===== src/rtl/trbq_pkg.sv =====
package trbq_pkg;

    localparam int TRB_W     = 128;
    localparam int CYC_POS   = 96;
    localparam int TGL_POS   = 97;
    localparam int CHN_POS   = 100;
    localparam int TYPE_LO   = 106;
    localparam int TYPE_W    = 6;
    localparam int LINK_CODE = 6;
    localparam int ENTRY_B   = 16;

    typedef enum logic [2:0] {
        ST_DONE    = 3'd0,
        ST_EMPTY   = 3'd1,
        ST_BADPTR  = 3'd2,
        ST_MEMERR  = 3'd3,
        ST_TOOLONG = 3'd4
    } deq_status_e;

    typedef enum logic [2:0] {
        S_IDLE,
        S_FETCH,
        S_WAIT,
        S_EVAL,
        S_EMIT,
        S_FINISH
    } deq_state_e;

    typedef enum logic [2:0] {
        EV_MEMERR,
        EV_EMPTY,
        EV_LINK,
        EV_LINKCAP,
        EV_CAP,
        EV_OVF,
        EV_APPEND_MORE,
        EV_APPEND_LAST
    } eval_e;

endpackage


===== src/rtl/trbq_ptr_step.sv =====
module trbq_ptr_step #(
    parameter int ADDR_W = 32,
    parameter int STEP   = 16
) (
    input  logic [ADDR_W-1:0] cur,
    output logic [ADDR_W-1:0] nxt,
    output logic              ovf
);
    localparam int SUM_W = ADDR_W + 1;

    logic [SUM_W-1:0] sum;

    assign sum = {1'b0, cur} + SUM_W'(STEP);
    assign nxt = sum[ADDR_W-1:0];
    assign ovf = sum[ADDR_W];

endmodule


===== src/rtl/trbq_desc_buf.sv =====
module trbq_desc_buf #(
    parameter int DEPTH = 16,
    parameter int DW    = 128,
    parameter int AW    = 32
) (
    input  logic                     clk,
    input  logic                     wr_en,
    input  logic [$clog2(DEPTH)-1:0] wr_idx,
    input  logic [DW-1:0]            wr_data,
    input  logic [AW-1:0]            wr_addr,
    input  logic [$clog2(DEPTH)-1:0] rd_idx,
    output logic [DW-1:0]            rd_data,
    output logic [AW-1:0]            rd_addr
);
    localparam int IDX_W = $clog2(DEPTH);

    logic [DW-1:0] d_arr [DEPTH];
    logic [AW-1:0] a_arr [DEPTH];

    for (genvar i = 0; i < DEPTH; i++) begin : g_ent
        logic [DW-1:0] d_q;
        logic [AW-1:0] a_q;
        always_ff @(posedge clk) begin
            if (wr_en && (wr_idx == IDX_W'(i))) begin
                d_q <= wr_data;
                a_q <= wr_addr;
            end
        end
        assign d_arr[i] = d_q;
        assign a_arr[i] = a_q;
    end

    assign rd_data = d_arr[rd_idx];
    assign rd_addr = a_arr[rd_idx];

endmodule


===== src/rtl/trb_ring_dequeue.sv =====
module trb_ring_dequeue
    import trbq_pkg::*;
#(
    parameter int ADDR_W    = 32,
    parameter int MAX_TRBS  = 16,
    parameter int MAX_LINKS = 4
) (
    input  logic              clk,
    input  logic              rst_n,
    input  logic              deq_req,
    output logic              busy,
    input  logic              set_ptr_en,
    input  logic [ADDR_W-5:0] set_ptr_val,
    input  logic              set_cyc_en,
    input  logic              set_cyc_val,
    output logic [ADDR_W-1:0] deq_ptr,
    output logic              cycle_state,
    output logic              mem_rd_valid,
    input  logic              mem_rd_ready,
    output logic [ADDR_W-1:0] mem_rd_addr,
    input  logic              mem_rsp_valid,
    input  logic [127:0]      mem_rsp_data,
    input  logic              mem_rsp_err,
    output logic              trb_valid,
    input  logic              trb_ready,
    output logic [127:0]      trb_data,
    output logic [ADDR_W-1:0] trb_addr,
    output logic              trb_last,
    output logic              done_valid,
    output logic [2:0]        done_status
);
    localparam int IDX_W  = $clog2(MAX_TRBS);
    localparam int CNT_W  = $clog2(MAX_TRBS + 1);
    localparam int LCNT_W = $clog2(MAX_LINKS + 1);

    deq_state_e        state_q, state_d;
    deq_status_e       stat_q;
    eval_e             ev;

    logic [ADDR_W-1:0] cptr_q, wptr_q;
    logic              ccyc_q, wcyc_q;
    logic [TRB_W-1:0]  rdata_q;
    logic              rerr_q;
    logic [CNT_W-1:0]  cnt_q;
    logic [IDX_W-1:0]  idx_q;
    logic [LCNT_W-1:0] lcnt_q;

    // fields of the captured entry
    logic              f_cyc, f_tgl, f_chain, f_link;
    logic [ADDR_W-1:0] f_seg;
    logic [ADDR_W-1:0] ptr_next;
    logic              ptr_ovf;
    logic              buf_we;
    logic [TRB_W-1:0]  buf_rd_data;
    logic [ADDR_W-1:0] buf_rd_addr;
    logic              last_beat;
    logic [ADDR_W-1:0] set_ptr_full;

    assign f_cyc        = rdata_q[CYC_POS];
    assign f_tgl        = rdata_q[TGL_POS];
    assign f_chain      = rdata_q[CHN_POS];
    assign f_link       = (rdata_q[TYPE_LO +: TYPE_W] == TYPE_W'(LINK_CODE));
    assign f_seg        = {rdata_q[ADDR_W-1:4], 4'b0000};
    assign set_ptr_full = {set_ptr_val, 4'b0000};
    assign last_beat    = (cnt_q == (CNT_W'(idx_q) + CNT_W'(1)));

    trbq_ptr_step #(
        .ADDR_W (ADDR_W),
        .STEP   (ENTRY_B)
    ) u_step (
        .cur (wptr_q),
        .nxt (ptr_next),
        .ovf (ptr_ovf)
    );

    trbq_desc_buf #(
        .DEPTH (MAX_TRBS),
        .DW    (TRB_W),
        .AW    (ADDR_W)
    ) u_buf (
        .clk     (clk),
        .wr_en   (buf_we),
        .wr_idx  (IDX_W'(cnt_q)),
        .wr_data (rdata_q),
        .wr_addr (wptr_q),
        .rd_idx  (idx_q),
        .rd_data (buf_rd_data),
        .rd_addr (buf_rd_addr)
    );

    // classify the captured entry
    always_comb begin
        if (rerr_q) begin
            ev = EV_MEMERR;
        end else if (f_cyc != wcyc_q) begin
            ev = EV_EMPTY;
        end else if (f_link) begin
            ev = (lcnt_q == LCNT_W'(MAX_LINKS)) ? EV_LINKCAP : EV_LINK;
        end else if (cnt_q == CNT_W'(MAX_TRBS)) begin
            ev = EV_CAP;
        end else if (ptr_ovf) begin
            ev = EV_OVF;
        end else if (f_chain) begin
            ev = EV_APPEND_MORE;
        end else begin
            ev = EV_APPEND_LAST;
        end
    end

    assign buf_we = (state_q == S_EVAL) &&
                    ((ev == EV_APPEND_MORE) || (ev == EV_APPEND_LAST));

    // next state
    always_comb begin
        state_d = state_q;
        unique case (state_q)
            S_IDLE:   if (deq_req) state_d = S_FETCH;
            S_FETCH:  if (mem_rd_ready) state_d = S_WAIT;
            S_WAIT:   if (mem_rsp_valid) state_d = S_EVAL;
            S_EVAL: begin
                unique case (ev)
                    EV_LINK, EV_APPEND_MORE: state_d = S_FETCH;
                    EV_APPEND_LAST:          state_d = S_EMIT;
                    default:                 state_d = S_FINISH;
                endcase
            end
            S_EMIT:   if (trb_ready && last_beat) state_d = S_FINISH;
            S_FINISH: state_d = S_IDLE;
            default:  state_d = S_IDLE;
        endcase
    end

    // state register
    always_ff @(posedge clk) begin
        if (!rst_n) state_q <= S_IDLE;
        else        state_q <= state_d;
    end

    // datapath registers
    always_ff @(posedge clk) begin
        if (!rst_n) begin
            cptr_q  <= '0;
            ccyc_q  <= 1'b0;
            wptr_q  <= '0;
            wcyc_q  <= 1'b0;
            rdata_q <= '0;
            rerr_q  <= 1'b0;
            cnt_q   <= '0;
            idx_q   <= '0;
            lcnt_q  <= '0;
            stat_q  <= ST_DONE;
        end else begin
            unique case (state_q)
                S_IDLE: begin
                    if (set_ptr_en) cptr_q <= set_ptr_full;
                    if (set_cyc_en) ccyc_q <= set_cyc_val;
                    if (deq_req) begin
                        wptr_q <= set_ptr_en ? set_ptr_full : cptr_q;
                        wcyc_q <= set_cyc_en ? set_cyc_val : ccyc_q;
                        cnt_q  <= '0;
                        idx_q  <= '0;
                        lcnt_q <= '0;
                    end
                end
                S_FETCH: ;
                S_WAIT: begin
                    if (mem_rsp_valid) begin
                        rdata_q <= mem_rsp_data;
                        rerr_q  <= mem_rsp_err;
                    end
                end
                S_EVAL: begin
                    unique case (ev)
                        EV_MEMERR:  stat_q <= ST_MEMERR;
                        EV_EMPTY:   stat_q <= ST_EMPTY;
                        EV_LINKCAP: stat_q <= ST_TOOLONG;
                        EV_CAP:     stat_q <= ST_TOOLONG;
                        EV_OVF:     stat_q <= ST_BADPTR;
                        EV_LINK: begin
                            wptr_q <= f_seg;
                            wcyc_q <= wcyc_q ^ f_tgl;
                            lcnt_q <= lcnt_q + LCNT_W'(1);
                        end
                        EV_APPEND_MORE: begin
                            wptr_q <= ptr_next;
                            cnt_q  <= cnt_q + CNT_W'(1);
                        end
                        EV_APPEND_LAST: begin
                            wptr_q <= ptr_next;
                            cnt_q  <= cnt_q + CNT_W'(1);
                            stat_q <= ST_DONE;
                        end
                        default: ;
                    endcase
                end
                S_EMIT: begin
                    if (trb_ready && !last_beat) idx_q <= idx_q + IDX_W'(1);
                end
                S_FINISH: begin
                    if (stat_q == ST_DONE) begin
                        cptr_q <= wptr_q;
                        ccyc_q <= wcyc_q;
                    end
                end
                default: ;
            endcase
        end
    end

    // outputs
    always_comb begin
        busy         = (state_q != S_IDLE);
        mem_rd_valid = (state_q == S_FETCH);
        mem_rd_addr  = wptr_q;
        trb_valid    = (state_q == S_EMIT);
        trb_data     = buf_rd_data;
        trb_addr     = buf_rd_addr;
        trb_last     = (state_q == S_EMIT) && last_beat;
        done_valid   = (state_q == S_FINISH);
        done_status  = stat_q;
        deq_ptr      = cptr_q;
        cycle_state  = ccyc_q;
    end

endmodule


===== config.mk =====
export PLATFORM = sky130hd
export DESIGN_NAME = trb_ring_dequeue
export DESIGN_NICKNAME = d
export VERILOG_FILES = /design/src/rtl/trbq_pkg.sv /design/src/rtl/trbq_ptr_step.sv /design/src/rtl/trbq_desc_buf.sv /design/src/rtl/trb_ring_dequeue.sv
export SDC_FILE = /design/constraint.sdc
export NUM_CORES = 2
export LEC_CHECK = 0
export BUFFER_PORTS_ARGS = -buffer_cell sky130_fd_sc_hd__buf_2
export CORE_ASPECT_RATIO = 0.75
export CORE_MARGIN = 1
export CORE_UTILIZATION = 40
export CTS_BUF_LIST = sky130_fd_sc_hd__clkbuf_4 sky130_fd_sc_hd__clkbuf_8
export CTS_CLUSTER_DIAMETER = 50
export DETAILED_ROUTE_END_ITERATION = 8
export RECOVER_POWER = 25
export SYNTH_ARGS = -nofsm -noshare
export SYNTH_HDL_FRONTEND = slang
export SYNTH_SLANG_ARGS = --single-unit

===== constraint.sdc =====
create_clock -name clk -period 14.25 [get_ports clk]
set_input_delay 4.275 -clock clk [delete_from_list [all_inputs] [get_ports clk]]
set_output_delay 4.275 -clock clk [all_outputs]
set_load 0.02 [all_outputs]

# --- After elaboration in Yosys (flattened, before gate mapping) ---
# Cells that the tools add are included.
word_totals:
  register_bits: 2773
  input_bits: 166
  elab_cells: 175
op_classes:
  addsub: 5
  magnitude_cmp: 1
  n_eq_ne: 41
  mux: 41
  bitwise_logic: 2
  n_reduce_logical: 42
op_table:
  columns: ["op", "n"]
  rows:
  - ["$bmux 128 s4", 1]
  - ["$mux 128", 2]
  - ["$pmux 32 s2", 3]
  - ["$mux 32", 5]
  - ["$bmux 32 s4", 1]
  - ["$add 32x5->33 const B", 1]
  - ["$eq 4x4->1 const B", 8]
  - ["$pmux 3 s5", 2]
  - ["$mux 3", 9]
  - ["$eq 3x3->1 const B", 7]
  - ["$logic_and 1x1->1", 20]
  - ["$eq 4x3->1 const B", 4]
  - ["$eq 3x2->1 const B", 4]
  - ["$pmux 3 s2", 2]
  - ["$reduce_and 3->1", 4]
  - ["$mux 5", 2]
  - ["$ne 2x1->1 const B", 5]
  - ["$pmux 5 s2", 1]
  - ["$logic_not 3->1", 3]
  - ["$eq 4x2->1 const B", 2]
  - ["$mux 4", 2]
  - ["$pmux 4 s2", 1]
  - ["$eq 3x1->1 const B", 2]
  - ["$eq 6x3->1 const B", 1]
  - ["other kinds (25)", 40]

# --- Logic depth before layout (Yosys ltp) ---
depth:
  depth_word: 10
  ltp_mapped: 10
  ltp_nobuf: 8

# --- Cells and area by module ---
# From an unflattened synthesis, not the netlist that was laid out.
unflattened:
  hier_cells: 5307
  hier_area_um2: 106527.2
modules_own_cells:
  columns: ["module", "instances", "cells_per_inst", "area_each_um2", "seq_area_each_um2"]
  rows:
  - ["trbq_desc_buf", 1, 4048, 96314.9, 76873.7]
  - ["trb_ring_dequeue", 1, 1183, 9684.3, 4264.1]
  - ["trbq_ptr_step", 1, 76, 528.0, 0.0]

# --- Least setup slack after synthesis ---
# OpenSTA, ideal clock, no wires.
synth_timing:
  path_kind: "reg2reg"
  start: "reg wptr_q[4] (netlist: mem_rd_addr[4])"
  end: "reg u_buf.g_ent[0].a_q[0] (enable)"
  arrival_time_ns: 12.660
  required_time_ns: 13.374
  slack_ns: 0.714
  stages_incl_launch_ff: 9
  path_buffers: 1
  path_cell_list: "dfxtp_1 ha_1 and3_1 and3_1 nand3_2 and2_1 buf_2 nand2_1 nor3_1"
synth_via:
  elab_chain_cells: 10
  elab_cells_between_ends: 11
  cone_classes: "1 x add/sub; 2 x eq/ne; 5 x mux; 3 x reduce/logical"
synth_rtl:
  columns: ["item", "line", "text"]
  rows:
  - ["from (decl)", "trb_ring_dequeue.sv:40", "logic [ADDR_W-1:0] cptr_q, wptr_q;"]
  - ["from (signal assigned)", "trb_ring_dequeue.sv:158", "wptr_q <= set_ptr_en ? set_ptr_full : cptr_q;"]
  - ["from (signal assigned)", "trb_ring_dequeue.sv:180", "wptr_q <= f_seg;"]
  - ["from (signal assigned)", "trb_ring_dequeue.sv:185", "wptr_q <= ptr_next;"]
  - ["$add 32x5->33 *", "trbq_ptr_step.sv:13", "assign sum = {1'b0, cur} + SUM_W'(STEP);"]
  - ["$mux 2 *", "trb_ring_dequeue.sv:101", "end else if (ptr_ovf) begin"]
  - ["$mux 2 *", "trb_ring_dequeue.sv:99", "end else if (cnt_q == CNT_W'(MAX_TRBS)) begin"]
  - ["$mux 3 *", "trb_ring_dequeue.sv:97", "end else if (f_link) begin"]
  - ["$mux 3 *", "trb_ring_dequeue.sv:95", "end else if (f_cyc != wcyc_q) begin"]
  - ["$mux 3 *", "trb_ring_dequeue.sv:93", "if (rerr_q) begin"]
  - ["$eq 3x3->1", "trb_ring_dequeue.sv:111", "((ev == EV_APPEND_MORE) || (ev == EV_APPEND_LAST));"]
  - ["$logic_or 1x1->1 *", "trb_ring_dequeue.sv:111", null]
  - ["$logic_and 1x1->1 *", "trb_ring_dequeue.sv:110", "assign buf_we = (state_q == S_EVAL) &&"]
  - ["$logic_and 1x1->1 *", "trbq_desc_buf.sv:24", "if (wr_en && (wr_idx == IDX_W'(i))) begin"]
  - ["to (signal assigned)", "trbq_desc_buf.sv:26", "a_q <= wr_addr;"]
  - ["to (decl)", "trbq_desc_buf.sv:22", "logic [AW-1:0] a_q;"]
# Every way passes the cells marked *; elsewhere a longest branch is shown, timed or not.
# A chain may end at the register's enable or synchronous reset.

# --- Final worst setup path ---
layout_timing:
  start: "reg idx_q[0]"
  end: "out trb_data[70]"
layout_via:
  elab_chain_cells: 4
layout_rtl:
  columns: ["item", "line", "text"]
  rows:
  - ["from (decl)", "trb_ring_dequeue.sv:45", "logic [IDX_W-1:0] idx_q;"]
  - ["from (signal assigned)", "trb_ring_dequeue.sv:197", "if (trb_ready && !last_beat) idx_q <= idx_q + IDX_W'(1);"]
  - ["$not 4->5 (not written as such)", "trbq_desc_buf.sv:33", "assign rd_data = d_arr[rd_idx];"]
  - ["$bmux 128 s4", "trbq_desc_buf.sv:33", null]
  - ["$mux 128 (not written as such) (2 in series)", "trbq_desc_buf.sv:33", null]
  - ["to (decl)", "trb_ring_dequeue.sv:26", "output logic [127:0] trb_data,"]
# Every way passes these cells. The select of a mux whose other input is x is not followed.

==> metrics.txt <==
endpoint kind of the worst setup timing path output pin; violation count after the first detailed-route iteration 5576; floorplan core area 0.263 mm²; maximum resistive drop on vdd 0.0878 mV; setup clock skew after layout 0.0917 ns; RSZ-0062 raised after global routing false; FF-to-FF path depth 9; EDFF count, synth 2560; Die Footprint 0.266 mm²; antenna violations before repair 38; dominant cell type by area after synthesis sky130_fd_sc_hd__edfxtp_1; remaining global-route overflow 0; CP Class register to output pin; setup slack at placement 5.81 ns; hold slack final 0.479 ns; leading post-synthesis cells by cell area sky130_fd_sc_hd__edfxtp_1 (73%), sky130_fd_sc_hd__mux4_2 (17%), sky130_fd_sc_hd__dfxtp_1 (4.0%); Design Power 0.0164 W; clock buffers created by TritonCTS 430; gp weighted congestion 0.850; Static Leakage about 36 nW; drt first pass iters 5; kind of cell adding the most delay to the critical path buffers and inverters; Slew headroom -0.0380; Unique masters post-synth 83; Tightest Pin Transition 1.56 ns; Post-Synth Adder-Cell Area 0.000947; average vias per placed instance 5.67; I/O pin cnt 399; Bufs and invs on worst path 3; area delta synth->final 14.7%; Die W ~600 µm; final critical path time including I/O delays and setup approximately 9.4 ns; Skew-Pair Late Insertion Delay around 1.1 ns; syn_nets 5030; # nets final 5700; ratio of final minimum period to clock period 0.657; total length of routed wires 290 mm; Arrival @ worst endpoint ~5 ns; sequential area share after synthesis 0.767; post-synthesis share of cell area spent on and, or, nand and nor gates 0.0234; count of hold buffers inserted by post-cts repair 0; utilization after layout 0.461; # setup viols final 0; CTS tree yes; fraction of final layout cells sized beyond drive strength 1 0.357; largest net degree at the start of global routing 149; dominant combinational cell family by area after synthesis multiplexers; area fraction of the dominant cell type after synthesis 0.727; via total after detailed routing 53100; starting density of the core 0.402; launch point of the critical path idx_q[0]; height of the chip about 450 µm; number of buffers between clock root and the deepest sink 4; H-tree lvl count 5; async set-or-reset flop fraction in the synthesized netlist 0; synthesized area per cell 21.8 µm²; CP max stage cell sky130_fd_sc_hd__dfxtp_4; Synth Area in Compound Gates 0.0229; Tot GR Track Use 0.215; count of mapped cells out of synthesis 4856; Root Driver sky130_fd_sc_hd__clkbuf_8; Synthesis Warnings 0; sort of element at the start of the critical path register; Worst Hold Depth 2; Clock Pin Slew Worst Setup and Hold Paths ~0.06 ns; sum of negative setup slack 0 ns; top flip-flop cell by instance count after synthesis sky130_fd_sc_hd__edfxtp_1; count of buffers inserted at the top-level ports 398; Tightest Hold Check Type register to register; Resized Gates After CTS 0; startpoint of the worst-slack reg-to-reg timing path state_q[0]; top cells by count, synth sky130_fd_sc_hd__edfxtp_1 (2560), sky130_fd_sc_hd__mux4_2 (788), sky130_fd_sc_hd__nand2_1 (313); Slew Viols, Final 25; minimum setup slack in the final design 4.89 ns; power per cell area 135 mW/mm²; violated checks max-capacitance violations, max-slew violations; portion of netlist area occupied by mux cells 0.171; critical path depth in cells 5; Highest Clock Rate 107 MHz; number of placement rows 163; cells along the critical path buf_4, buf_4, mux4_2, mux4_2, buf_2; synthesized cell area around 0.11 mm²; number of global-route vias before repair 54200; number of clock sinks around 2800; Setup Fix Bufs, Post-CTS 0; fraction of synthesized cell area in xor and xnor cells 0.00141; result of the run finished with violations; dominant cell by count in the synthesized netlist sky130_fd_sc_hd__edfxtp_1; number of failing hold endpoints at the final stage 0; routed length per placed instance between 30 and 40 µm; CP required 9.97 ns; Final HPWL DP 154 mm; max-cap check violation count 1; number of nets with antenna violations after detailed routing 0; Remaining DRCs 0; Worst Hold Launch deq_ptr[5]; max incr delay on CP 0.97 ns; highest fanout seen on the critical path 44; total of flip-flops plus latches after synthesis 2773; first-pass GRT wire length a little over 400 mm
## per-stage QoR
| stage | cell area (µm²) | std cells |
|---|---|---|
| 2_1_floorplan | 106000 | 4856 |
| 3_3_place_gp | 112000 | 8559 |
| 3_5_place_dp | 112000 | 8559 |
| 4_1_cts | 121000 | 9352 |
| 5_1_grt | 121000 | 9369 |
| 6_report | 121000 | 9372 |
## cell usage in the layout, fill, tap and decap left out, types with 22 or more instances in the layout
cell type | synthesis | routed
sky130_fd_sc_hd__a21oi_1 | 188 | 188
sky130_fd_sc_hd__a31oi_1 | 22 | 22
sky130_fd_sc_hd__buf_2 | 100 | 398
sky130_fd_sc_hd__mux4_2 | 788 | 788
sky130_fd_sc_hd__inv_1 | 28 | 28
sky130_fd_sc_hd__buf_4 | 4 | 93
sky130_fd_sc_hd__nand3_1 | 28 | 28
sky130_fd_sc_hd__clkinv_2 | 0 | 48
sky130_fd_sc_hd__dfxtp_1 | 213 | 209
sky130_fd_sc_hd__o21ai_0 | 34 | 34
sky130_fd_sc_hd__clkinv_1 | 1 | 49
sky130_fd_sc_hd__edfxtp_1 | 2560 | 2560
sky130_fd_sc_hd__clkbuf_8 | 0 | 483
sky130_fd_sc_hd__nor2_1 | 75 | 61
sky130_fd_sc_hd__clkbuf_4 | 0 | 168
sky130_fd_sc_hd__mux2i_1 | 34 | 34
sky130_fd_sc_hd__nand2_1 | 313 | 312
## power breakdown
| part | total [W] | internal [W] | switching, W |
|---|---|---|---|
| Sequential | 0.00897 | 0.00888 | 0.0000871 |
| Clock | 0.00701 | 0.00384 | 0.00317 |
| Combinational | 0.000379 | 0.000108 | 0.000271 |
## worst reg2reg max path: cells and delay by family, from the launching register on
family / cells / cell delay, ns
flip-flops: 1 / 0.59
AND/OR/NAND/NOR: 5 / 2.57
buffers and inverters: 4 / 2.53
## layer usage
| layer | global-route usage | wire, µm | vias up |
|---|---|---|---|
| met4 | 0.0795 | 10300 | 4 |
| met1 | 0.288 | 119000 | 28700 |
| met3 | 0.0390 | 18800 | 532 |
| li1 | - | - | 21800 |
| met5 | 0 | 34 | - |
| met2 | 0.351 | 142000 | 2153 |
## worst paths after layout
path	slack (ns)	endpoint
worst max-delay path	4.89	trb_data[70]
worst min register to register	0.48	deq_ptr[5]
worst max register to register	8.12	u_buf.g_ent[7].d_q[68]
worst min-delay path	0.48	deq_ptr[5]
## cell type report
cell class | count | area, µm²
Inverter | 30 | 120
Multi-Input combinational cell | 1770 | 23400
Clock inverter | 142 | 1210
Sequential cell | 2773 | 81200
Clock buffer | 651 | 7910
Tap cell | 3465 | 4340
Antenna cell | 20 | 50.0
Fill cell | 21900 | 142000
Timing Repair Buffer | 521 | 3050
## registers in the layout (all words and copies together) (netlist names), 3 cells and up
| signal | count |
|---|---|
| deq_ptr | 32 |
| u_buf.g_ent.a_q | 512 |
| idx_q | 4 |
| rdata_q | 128 |
| state_q | 3 |
| lcnt_q | 3 |
| cnt_q | 5 |
| done_status | 3 |
| u_buf.g_ent.d_q | 2048 |
| mem_rd_addr | 32 |
## kinds of logic after synthesis
kind of cell,count (synthesis)
flip-flops,2773
multiplexers,824
buffers and inverters,313
XOR/XNOR,17
AO/OA/AOI/OAI,379
AND/OR/NAND/NOR,542
adder cells (fa/ha/maj),8
Power figures use the tool's default switching activity.
